$ cat config.mk
export PLATFORM = sky130hd
export DESIGN_NAME = pwr_fault_seq
export DESIGN_NICKNAME = d
export VERILOG_FILES = /design/src/rtl/pfs_pkg.sv /design/src/rtl/pfs_sync.sv /design/src/rtl/pfs_lock.sv /design/src/rtl/pfs_fsm.sv /design/src/rtl/pwr_fault_seq.sv
export SDC_FILE = /design/constraint.sdc
export NUM_CORES = 1
export LEC_CHECK = 0
export ABC_AREA = 1
export BUFFER_PORTS_ARGS = -buffer_cell sky130_fd_sc_hd__buf_4
export CELL_PAD_IN_SITES_DETAIL_PLACEMENT = 0
export CELL_PAD_IN_SITES_GLOBAL_PLACEMENT = 1
export CORE_MARGIN = 1
export CORE_UTILIZATION = 37
export DETAILED_ROUTE_END_ITERATION = 8
export PLACE_DENSITY = 0.92
export SLEW_MARGIN = 40
export SYNTH_ARGS = -nofsm -noshare
export SYNTH_HDL_FRONTEND = slang
export SYNTH_HIERARCHICAL = 1
export SYNTH_SLANG_ARGS = --single-unit
$ cat constraint.sdc
create_clock -name clk -period 1.71 [get_ports clk]
set_input_delay 0.171 -clock clk [delete_from_list [all_inputs] [get_ports clk]]
set_output_delay 0.171 -clock clk [all_outputs]
set_load 0.02 [all_outputs]
$ cat src/rtl/pfs_pkg.sv
`timescale 1ns/1ps
// Shared types and constants for the power and fault mode sequencer.
package pfs_pkg;
    typedef enum logic [1:0] {
        ST_HWSD = 2'd0,
        ST_SWSD = 2'd1,
        ST_ACT  = 2'd2,
        ST_CKSD = 2'd3
    } pfs_state_e;

    localparam int          MODE_W      = 3;
    localparam logic [2:0]  MODE_ACTIVE = 3'b000;

    // event bit positions
    localparam int EV_UV = 0;
    localparam int EV_CK = 1;
    localparam int EV_OT = 2;
    localparam int EV_OC = 3;
    localparam int EV_W  = 4;

    // synchroniser lane positions
    localparam int SY_SHDN = 0;
    localparam int SY_UV   = 1;
    localparam int SY_CK   = 2;
    localparam int SY_OT   = 3;
    localparam int SY_OC   = 4;
    localparam int SY_W    = 5;
endpackage

$ cat src/rtl/pfs_sync.sv
`timescale 1ns/1ps
// Multi-stage flop synchroniser for a bundle of independent level signals.
// Assumes each lane is a slow level that is held for several cycles; lanes
// are not kept coherent with each other. Reset drives every stage to 0.
module pfs_sync #(
    parameter int W      = 5,
    parameter int STAGES = 2
) (
    input  logic         clk,
    input  logic         rst_n,
    input  logic [W-1:0] d_i,
    output logic [W-1:0] q_o
);
    logic [W-1:0] stg [STAGES];

    for (genvar g = 0; g < STAGES; g++) begin : g_stage
        if (g == 0) begin : g_first
            // first stage samples the asynchronous inputs
            always_ff @(posedge clk) begin
                if (!rst_n) stg[g] <= '0;
                else        stg[g] <= d_i;
            end
        end else begin : g_next
            // later stages resolve metastability
            always_ff @(posedge clk) begin
                if (!rst_n) stg[g] <= '0;
                else        stg[g] <= stg[g-1];
            end
        end
    end

    assign q_o = stg[STAGES-1];
endmodule

$ cat src/rtl/pfs_lock.sv
`timescale 1ns/1ps
// Undervoltage flag and re-entry lockout register.
// The flag is set by the sequencer and cleared by software. The arm bit is
// dropped on any latching fault and restored only when, in software
// shutdown, the mode field no longer asks for active and the flag is clear.
// Hardware shutdown clears the flag and re-arms.
module pfs_lock (
    input  logic clk,
    input  logic rst_n,
    input  logic in_hwsd_i,
    input  logic in_swsd_i,
    input  logic mode_sw_i,
    input  logic irq_clr_i,
    input  logic set_uv_i,
    input  logic disarm_i,
    output logic uv_flag_o,
    output logic armed_o
);
    logic uv_flag_q;
    logic armed_q;

    // latched undervoltage interrupt flag, set wins over clear
    always_ff @(posedge clk) begin
        if (!rst_n || in_hwsd_i) uv_flag_q <= 1'b0;
        else if (set_uv_i)       uv_flag_q <= 1'b1;
        else if (irq_clr_i)      uv_flag_q <= 1'b0;
    end

    // re-entry permission, needs flag clear plus a shutdown code written
    always_ff @(posedge clk) begin
        if (!rst_n || in_hwsd_i)                          armed_q <= 1'b1;
        else if (disarm_i)                                armed_q <= 1'b0;
        else if (in_swsd_i && mode_sw_i && !uv_flag_q)    armed_q <= 1'b1;
    end

    assign uv_flag_o = uv_flag_q;
    assign armed_o   = armed_q;
endmodule

$ cat src/rtl/pfs_fsm.sv
`timescale 1ns/1ps
// Mode state machine. Inputs other than supply and mode are already
// synchronised. Supply loss or a held shutdown pin overrides everything.
// Event and resume outputs are registered with the state change.
module pfs_fsm
    import pfs_pkg::*;
(
    input  logic            clk,
    input  logic            rst_n,
    input  logic            supply_ok_i,
    input  logic            shdn_ok_i,
    input  logic            mode_act_i,
    input  logic            uv_i,
    input  logic            ck_i,
    input  logic            ot_i,
    input  logic            oc_i,
    input  logic            armed_i,
    input  logic            uv_flag_i,
    output pfs_state_e      state_o,
    output logic [EV_W-1:0] evt_o,
    output logic            resume_o,
    output logic            set_uv_o,
    output logic            disarm_o
);
    pfs_state_e      state_q, state_d;
    logic [EV_W-1:0] evt_q, evt_d;
    logic            resume_q, resume_d;
    logic            hard_fault;

    assign hard_fault = uv_i || ot_i || oc_i;

    // next-state and event decode with supply and pin taking priority
    always_comb begin
        state_d  = state_q;
        evt_d    = '0;
        resume_d = 1'b0;
        set_uv_o = 1'b0;
        disarm_o = 1'b0;
        if (!supply_ok_i || !shdn_ok_i) begin
            state_d = ST_HWSD;
        end else begin
            unique case (state_q)
                ST_HWSD: state_d = ST_SWSD;
                ST_SWSD: begin
                    if (mode_act_i && armed_i && !uv_flag_i) begin
                        if (uv_i) begin
                            evt_d[EV_UV] = 1'b1;
                            set_uv_o     = 1'b1;
                            disarm_o     = 1'b1;
                        end else if (!(ck_i || ot_i || oc_i)) begin
                            state_d = ST_ACT;
                        end
                    end
                end
                ST_ACT: begin
                    if (hard_fault) begin
                        state_d = ST_SWSD;
                        evt_d   = {oc_i, ot_i, ck_i, uv_i};
                        set_uv_o = uv_i;
                        disarm_o = 1'b1;
                    end else if (ck_i) begin
                        state_d      = ST_CKSD;
                        evt_d[EV_CK] = 1'b1;
                    end else if (!mode_act_i) begin
                        state_d = ST_SWSD;
                    end
                end
                ST_CKSD: begin
                    if (!mode_act_i) begin
                        state_d = ST_SWSD;
                    end else if (hard_fault) begin
                        state_d  = ST_SWSD;
                        evt_d    = {oc_i, ot_i, 1'b0, uv_i};
                        set_uv_o = uv_i;
                        disarm_o = 1'b1;
                    end else if (!ck_i) begin
                        state_d  = ST_ACT;
                        resume_d = 1'b1;
                    end
                end
            endcase
        end
    end

    // state, event and resume registers
    always_ff @(posedge clk) begin
        if (!rst_n) begin
            state_q  <= ST_HWSD;
            evt_q    <= '0;
            resume_q <= 1'b0;
        end else begin
            state_q  <= state_d;
            evt_q    <= evt_d;
            resume_q <= resume_d;
        end
    end

    assign state_o  = state_q;
    assign evt_o    = evt_q;
    assign resume_o = resume_q;

    // supply loss lands in hardware shutdown at the next edge
    a_r1_supply_loss_hwsd: assert property (@(posedge clk) disable iff (!rst_n)
        !supply_ok_i |=> state_q == ST_HWSD);

    // a latched flag keeps the block out of active
    a_r6_flag_blocks_entry: assert property (@(posedge clk) disable iff (!rst_n)
        (state_q == ST_SWSD && uv_flag_i) |=> state_q != ST_ACT);

    // undervoltage in active exits to software shutdown with flag set
    a_r4_uv_exit: assert property (@(posedge clk) disable iff (!rst_n)
        (state_q == ST_ACT && uv_i && supply_ok_i && shdn_ok_i)
        |=> (state_q == ST_SWSD && uv_flag_i && evt_q[EV_UV]));

    // a lone clock error in active enters clock-fault shutdown
    a_r7_clock_error_exit: assert property (@(posedge clk) disable iff (!rst_n)
        (state_q == ST_ACT && ck_i && !hard_fault && supply_ok_i && shdn_ok_i)
        |=> state_q == ST_CKSD);

    // resume strobe only on a return from clock-fault shutdown
    a_r8_resume_source: assert property (@(posedge clk) disable iff (!rst_n)
        resume_q |-> (state_q == ST_ACT && $past(state_q) == ST_CKSD));
endmodule

$ cat src/rtl/pwr_fault_seq.sv
`timescale 1ns/1ps
// Top of the power and fault mode sequencer. Synchronises the pin and
// fault inputs, runs the mode state machine and holds the undervoltage
// lockout. Supply valid and the mode field are assumed synchronous to clk;
// supply loss drives the global reset combinationally.
module pwr_fault_seq
    import pfs_pkg::*;
#(
    parameter int SYNC_STAGES = 2
) (
    input  logic              clk,
    input  logic              rst_n,
    input  logic              supply_ok_i,
    input  logic              shdn_n_i,
    input  logic [MODE_W-1:0] mode_i,
    input  logic              irq_clr_i,
    input  logic              uv_i,
    input  logic              clk_err_i,
    input  logic              ot_i,
    input  logic              oc_i,
    output logic              sys_rst_o,
    output logic              ana_pd_o,
    output logic              resume_o,
    output logic [EV_W-1:0]   evt_o,
    output logic              uv_flag_o,
    output logic [1:0]        state_o
);
    logic [SY_W-1:0] raw, syn;
    pfs_state_e      st;
    logic            mode_act, armed, uv_flag, set_uv, disarm;

    assign raw[SY_SHDN] = shdn_n_i;
    assign raw[SY_UV]   = uv_i;
    assign raw[SY_CK]   = clk_err_i;
    assign raw[SY_OT]   = ot_i;
    assign raw[SY_OC]   = oc_i;
    assign mode_act     = (mode_i == MODE_ACTIVE);

    pfs_sync #(.W(SY_W), .STAGES(SYNC_STAGES)) u_sync (
        .clk   (clk),
        .rst_n (rst_n),
        .d_i   (raw),
        .q_o   (syn)
    );

    pfs_fsm u_fsm (
        .clk         (clk),
        .rst_n       (rst_n),
        .supply_ok_i (supply_ok_i),
        .shdn_ok_i   (syn[SY_SHDN]),
        .mode_act_i  (mode_act),
        .uv_i        (syn[SY_UV]),
        .ck_i        (syn[SY_CK]),
        .ot_i        (syn[SY_OT]),
        .oc_i        (syn[SY_OC]),
        .armed_i     (armed),
        .uv_flag_i   (uv_flag),
        .state_o     (st),
        .evt_o       (evt_o),
        .resume_o    (resume_o),
        .set_uv_o    (set_uv),
        .disarm_o    (disarm)
    );

    pfs_lock u_lock (
        .clk       (clk),
        .rst_n     (rst_n),
        .in_hwsd_i (st == ST_HWSD),
        .in_swsd_i (st == ST_SWSD),
        .mode_sw_i (!mode_act),
        .irq_clr_i (irq_clr_i),
        .set_uv_i  (set_uv),
        .disarm_i  (disarm),
        .uv_flag_o (uv_flag),
        .armed_o   (armed)
    );

    assign sys_rst_o = !supply_ok_i;
    assign ana_pd_o  = (st != ST_ACT);
    assign uv_flag_o = uv_flag;
    assign state_o   = st;
endmodule

== After elaboration in Yosys (flattened, before gate mapping) ==
Memories as Yosys holds them, arrays and structs flattened.
Cells that the tools add are included.
Word-level totals
  RAM bits: 10
  memories kept: 1
  input port bits: 12
  logic and storage cells: 78
  bits in registers: 9
  output and inout port bits: 10
Operators by class
  multiplexer cells: 36
  reductions and logical operators: 22
  bitwise gates (word level): 5
  eq/ne operators: 9
Memory list
  u_sync.stg: words 2, bits a word 5, rd ports 2, clocked after memory_dff 0, wr ports 2, line pfs_sync.sv:14  | logic [W-1:0] stg [STAGES];
Operators with widths (count)
  2-bit two-way mux: 10
  1-bit two-way mux: 17
  5-bit two-way mux: 2
  1-bit case mux with 3 select lines: 3
  4-bit two-way mux: 2
  2-bit != test, second input constant: 4
  4-bit != test, second input constant: 2
  2-bit case mux with 4 select lines: 1
  1-bit logical OR: 6
  3-bit case mux with 2 select lines: 1
  1-bit zero test: 5
  5-bit AND reduction: 1
  5-bit OR reduction: 1
  2-bit equality test, second input constant: 2
  1-bit logical AND: 4
  2-bit nonzero test: 2
  3-bit zero test: 1
  1-bit inverter: 3
  2-bit by 1-bit equality test with 1-bit output, second input constant: 1
  2-bit zero test: 1
  1-bit bitwise OR: 2
  2-bit OR reduction: 1

== Longest topological paths before layout ==
  depth after elaboration: 7
  mapped depth: 10
  mapped depth without buffers: 10

== Hierarchy ==
The synthesis kept the hierarchy.
Modules (own cells, without submodules)
  pfs_fsm: sequential area each 140.1 µm², area an instance 401.6 µm², times used 1, cells each 61
  pfs_sync: sequential area each 200.2 µm², area an instance 286.5 µm², times used 1, cells each 31
  pfs_lock: sequential area each 40.0 µm², area an instance 93.8 µm², times used 1, cells each 13
  pwr_fault_seq: sequential area each 0.0 µm², area an instance 43.8 µm², times used 1, cells each 11

== Worst setup path after synthesis ==
OpenSTA, ideal clock, no wires.
  path type: register -> register
  from: register u_fsm.state_q[0] (netlist: u_fsm/state_o[0])
  to: register u_lock.armed_q (netlist: u_lock/armed_o)
  slack: 412 ps
  setup time: 114 ps
  cell stages (with the launch flop): 10
  period minus slack after synthesis: 1298 ps
  data arrival time: 1184 ps
  cell sequence: dfxtp_1 -> inv_2 -> nor2_2 -> inv_2 -> nor2_4 -> nand4_1 -> a21oi_1 -> inv_1 -> nand2_1 -> nand2_1
Between the ends
  longest elaborated chain between the ends: 4
  elaborated cells on any way between the ends: 11
  those cells by class: eq/ne: 3; mux: 3; reduce/logical: 5
RTL lines
  start: declaration: line pfs_fsm.sv:25  | pfs_state_e state_q, state_d;
  start signal: assignment: line pfs_fsm.sv:92  | state_q <= state_d;
  2-bit equality test or 2-bit by 1-bit equality test with 1-bit output (tied branches): line pfs_fsm.sv:42  | unique case (state_q)
  1-bit case mux with 3 select lines (*): line pfs_fsm.sv:42
  1-bit two-way mux (*): line pfs_fsm.sv:39  | if (!supply_ok_i || !shdn_ok_i) begin
  named net disarm: line pwr_fault_seq.sv:30  | logic mode_act, armed, uv_flag, set_uv, disarm;
  1-bit two-way mux or 2-bit nonzero test (tied branches)
  end signal: assignment: line pfs_lock.sv:31  | if (!rst_n || in_hwsd_i) armed_q <= 1'b1;
  end signal: assignment: line pfs_lock.sv:32  | else if (disarm_i) armed_q <= 1'b0;
  end signal: assignment: line pfs_lock.sv:33  | else if (in_swsd_i && mode_sw_i && !uv_flag_q) armed_q <= 1'b1;
  end: declaration: line pfs_lock.sv:20  | logic armed_q;
Mark *: on every way through the listed nets, which the timed path passes. The rest lies on a longest branch.
A chain may end at the register's enable or synchronous reset.

== Final worst setup path ==
Same ends and word-level chain as after synthesis.

==> results by group <==
Finish
  – Final std cells w/o fill: about 170
  – Synth-to-layout area growth: 25.45%
  – Most common cell after layout, fill and taps aside: nand2_1
  – Layout Nets: approximately 150
  – Fillcell total: between 200 and 250
  – Antenna cells: 0
  – Leading cell types in the layout, fill and taps excluded: 29 x nand2_1, 23 x inv_1, 21 x buf_4
  – Share of cells above drive strength 1: between 30% and 40%

Route
  – Router iterations before antenna repair: 4
  – Vias per cell: between 4 and 5
  – Final ANT Viol Nets: 0
  – Drc violations: 0
  – Post-DR wirelength/cell: 8.437 um
  – DR vias: roughly 710
  – 1st-iter DRT viols: 10
  – Total Wirelength: 1409 um

Global routing
  – Largest net degree at the start of global routing: 13
  – First-pass GRT wire length: approximately 2500 um
  – Number of global-route vias before repair: between 600 and 700
  – Initial antenna violation count: 0
  – Gr usage total: between 10 and 15%
  – Grt ovf: 0

Floorplanning
  – Die width: about 50 um
  – Initial Utilization: about two fifths
  – Cell Rows: 16
  – Core region area: approximately 2000 um2
  – Die area: 2425 um2
  – Height of the die: slightly below 50 um
  – IO Pins: 22

Timing
  – Fin crit period: around 1.3 ns
  – Final setup viols: 0
  – Post-Route Setup TNS: 0 ns
  – Slew @ Worst Pin: between 0.2 and 0.3 ns
  – RSZ-0062 raised after global routing: false
  – Hold slack: 0.04218 ns
  – Clock skew: around 0.0067 ns
  – Fmax: ~780 MHz
  – Max Transition Viols Final: 0
  – Final Hold Viols: 0
  – Worst slew margin: between 80% and 90%
  – Final period utilization: about three quarters

Power
  – Clk pwr share: roughly 31%
  – NetSw: ~0.00018 W
  – Sequential power share: between 60% and 70%
  – Int Power: approximately 0.00057 W
  – Combinational share of power: just over 8%
  – IR drop worst, VDD: between 0.6 and 0.7 mV
  – Power Total: between 0.0007 and 0.0008 W
  – Pwr dens: 725.9 nW/um2
  – Net Sw Frac: between 20% and 30%
  – Pleak: ~0.55 nW

Clock network
  – Worst-Skew Late Latency: around 0.30 ns
  – # hold bufs at CTS: 0
  – Htree depth: 1
  – Clock transition at path regs: approximately 0.11 ns
  – Resize count post-CTS: 0
  – Clock buffer count from CTS: 3
  – Max clock buf depth: 2
  – Postcts setup bufs: 0
  – Root Buffer: clkbuf_4
  – Clk sink count: 19
  – TritonCTS clock tree: done

Critical path
  – Arrival time worst endpoint: approximately 1.5 ns
  – Worst setup path end: u_lock/armed_o$_SDFFE_PP1P_
  – R2R cell count: 9
  – R2R setup slack: approximately 0.43 ns
  – Setup CP Type: flip-flop to flip-flop
  – Crit. Startpoint: u_fsm/state_o[0]$_SDFFE_PP0P_
  – Worst reg2reg startpoint: u_fsm/state_o[0]$_SDFFE_PP0P_
  – Worst-path fanout max: 7
  – RR Endpoint: u_lock/armed_o$_SDFFE_PP1P_
  – Critical Path Sink Type: flip-flop
  – Critical Path RT: roughly 1.9 ns
  – Type of origin of the critical path: flip-flop

Synth
  – Syn Std Cell Area: between 800 and 900 um2
  – Mapped Cells: ~120
  – YS warnings: 6
  – Syn_nets: 128
  – Post-synthesis sequential area ratio: a little under half
  – Synth Area per Inst: approximately 7.1 um2
  – Post-synthesis cell type count: 17
  – #FFs+latches synth: 19

Placed design
  – DP HPWL: approximately 1100 um
  – Dpl cells: 163
  – IO Port Bufs: 21
  – GPL Wtd Cong: 0.7636

Status
  – Status: finished, final reports clean

Hold path
  – Path category of the worst min-delay check: input port to flip-flop

Flow run
  – Max-cap viol count: 0
-- cell families (layout without fill, tap and decap cells) --
logic type | count (synthesis) | after routing | share of synthesized area, %
buf+inv | 29 | 53 | 14.09
simple gates | 65 | 65 | 37.73
flops | 19 | 19 | 46.06
compound gates | 3 | 3 | 2.122
-- power groups by stage --
stage          combinational (W)  clock (W)  sequential, W
6_report               0.0000622   0.000230       0.000460
5_1_grt                0.0000718   0.000264       0.000461
4_1_cts                0.0000630   0.000245       0.000460
3_5_place_dp           0.0000629          0       0.000470
3_3_place_gp           0.0000612          0       0.000470
2_1_floorplan          0.0000356          0       0.000470
-- metal layers --
metal  part of all wire [%]  track usage, %  vias up
met3                    6.0           5.607        2
met1                     42           14.58      297
met5                      0               0        -
met4                   0.85           5.882        0
met2                     51           23.97       21
li1                       -               -      386
-- worst max-delay path, stage by stage, from the launching register on --
cell and delay (ns):
dfxtp_1 0.47, inv_2 0.06, nor2_2 0.14, inv_2 0.08, nor2_4 0.09, nand4_1 0.08, a21oi_1 0.13, inv_1 0.05
nand2_1 0.06, nand2_1 0.04
-- state kept, by name (all words and copies together) (netlist names) --
| register | flops |
|---|---|
| u_fsm/resume_o | 1 |
| u_lock/uv_flag_o | 1 |
| u_sync/stg | 10 |
| u_fsm/state_o | 2 |
| u_lock/armed_o | 1 |
| u_fsm/evt_o | 4 |
-- cells in the mapped netlist (all sizes together) --
| master | count | area, um2 |
|---|---|---|
| nand2 | 30 | 115.1 |
| a21oi | 2 | 10.01 |
| nor3 | 2 | 15.01 |
| o21a | 1 | 7.510 |
| buf | 1 | 11.26 |
| inv | 28 | 105.1 |
| nor2 | 22 | 112.6 |
| nor4 | 1 | 6.260 |
| nand3 | 8 | 50.05 |
| dfxtp | 19 | 380.4 |
| nand4 | 2 | 12.51 |
-- how the worst min path moves through the flow --
stage / startpoint / end / slack (ns) / depth (start not counted)
floorplan: shdn_n_i / u_sync/stg[0][0]$_SDFF_PN0_ / 0.27 / 2
global placement: clk_err_i / u_sync/stg[0][2]$_SDFF_PN0_ / 0.35 / 3
detailed placement: ot_i / u_sync/stg[0][3]$_SDFF_PN0_ / 0.36 / 3
CTS: ot_i / u_sync/stg[0][3]$_SDFF_PN0_ / 0.03 / 3
global route: ot_i / u_sync/stg[0][3]$_SDFF_PN0_ / 0.03 / 3
finish: ot_i / u_sync/stg[0][3]$_SDFF_PN0_ / 0.04 / 3
-- final cells by class --
cell class | count | area (um2) | area share [%]
flip-flops and latches | 19 | 380.4 | 36.72
multi-input cells | 68 | 329.1 | 31.76
repair buffers | 21 | 157.7 | 15.22
inverters | 28 | 105.1 | 10.14
well taps | 27 | 33.78 | 3.261
clock buffers | 3 | 22.52 | 2.174
clock inverters | 1 | 7.507 | 0.7246
-- stage by stage --
step	area [um2]	setup slack (ns)	util, %
CTS	1036	0.4143	51.24
detailed placement	1006	0.3651	49.75
finish	1036	0.4258	51.24
floorplan	825.8	0.4124	-
global placement	1006	0.3613	49.75
global route	1036	0.2644	51.24
Power figures use the tool's default switching activity.
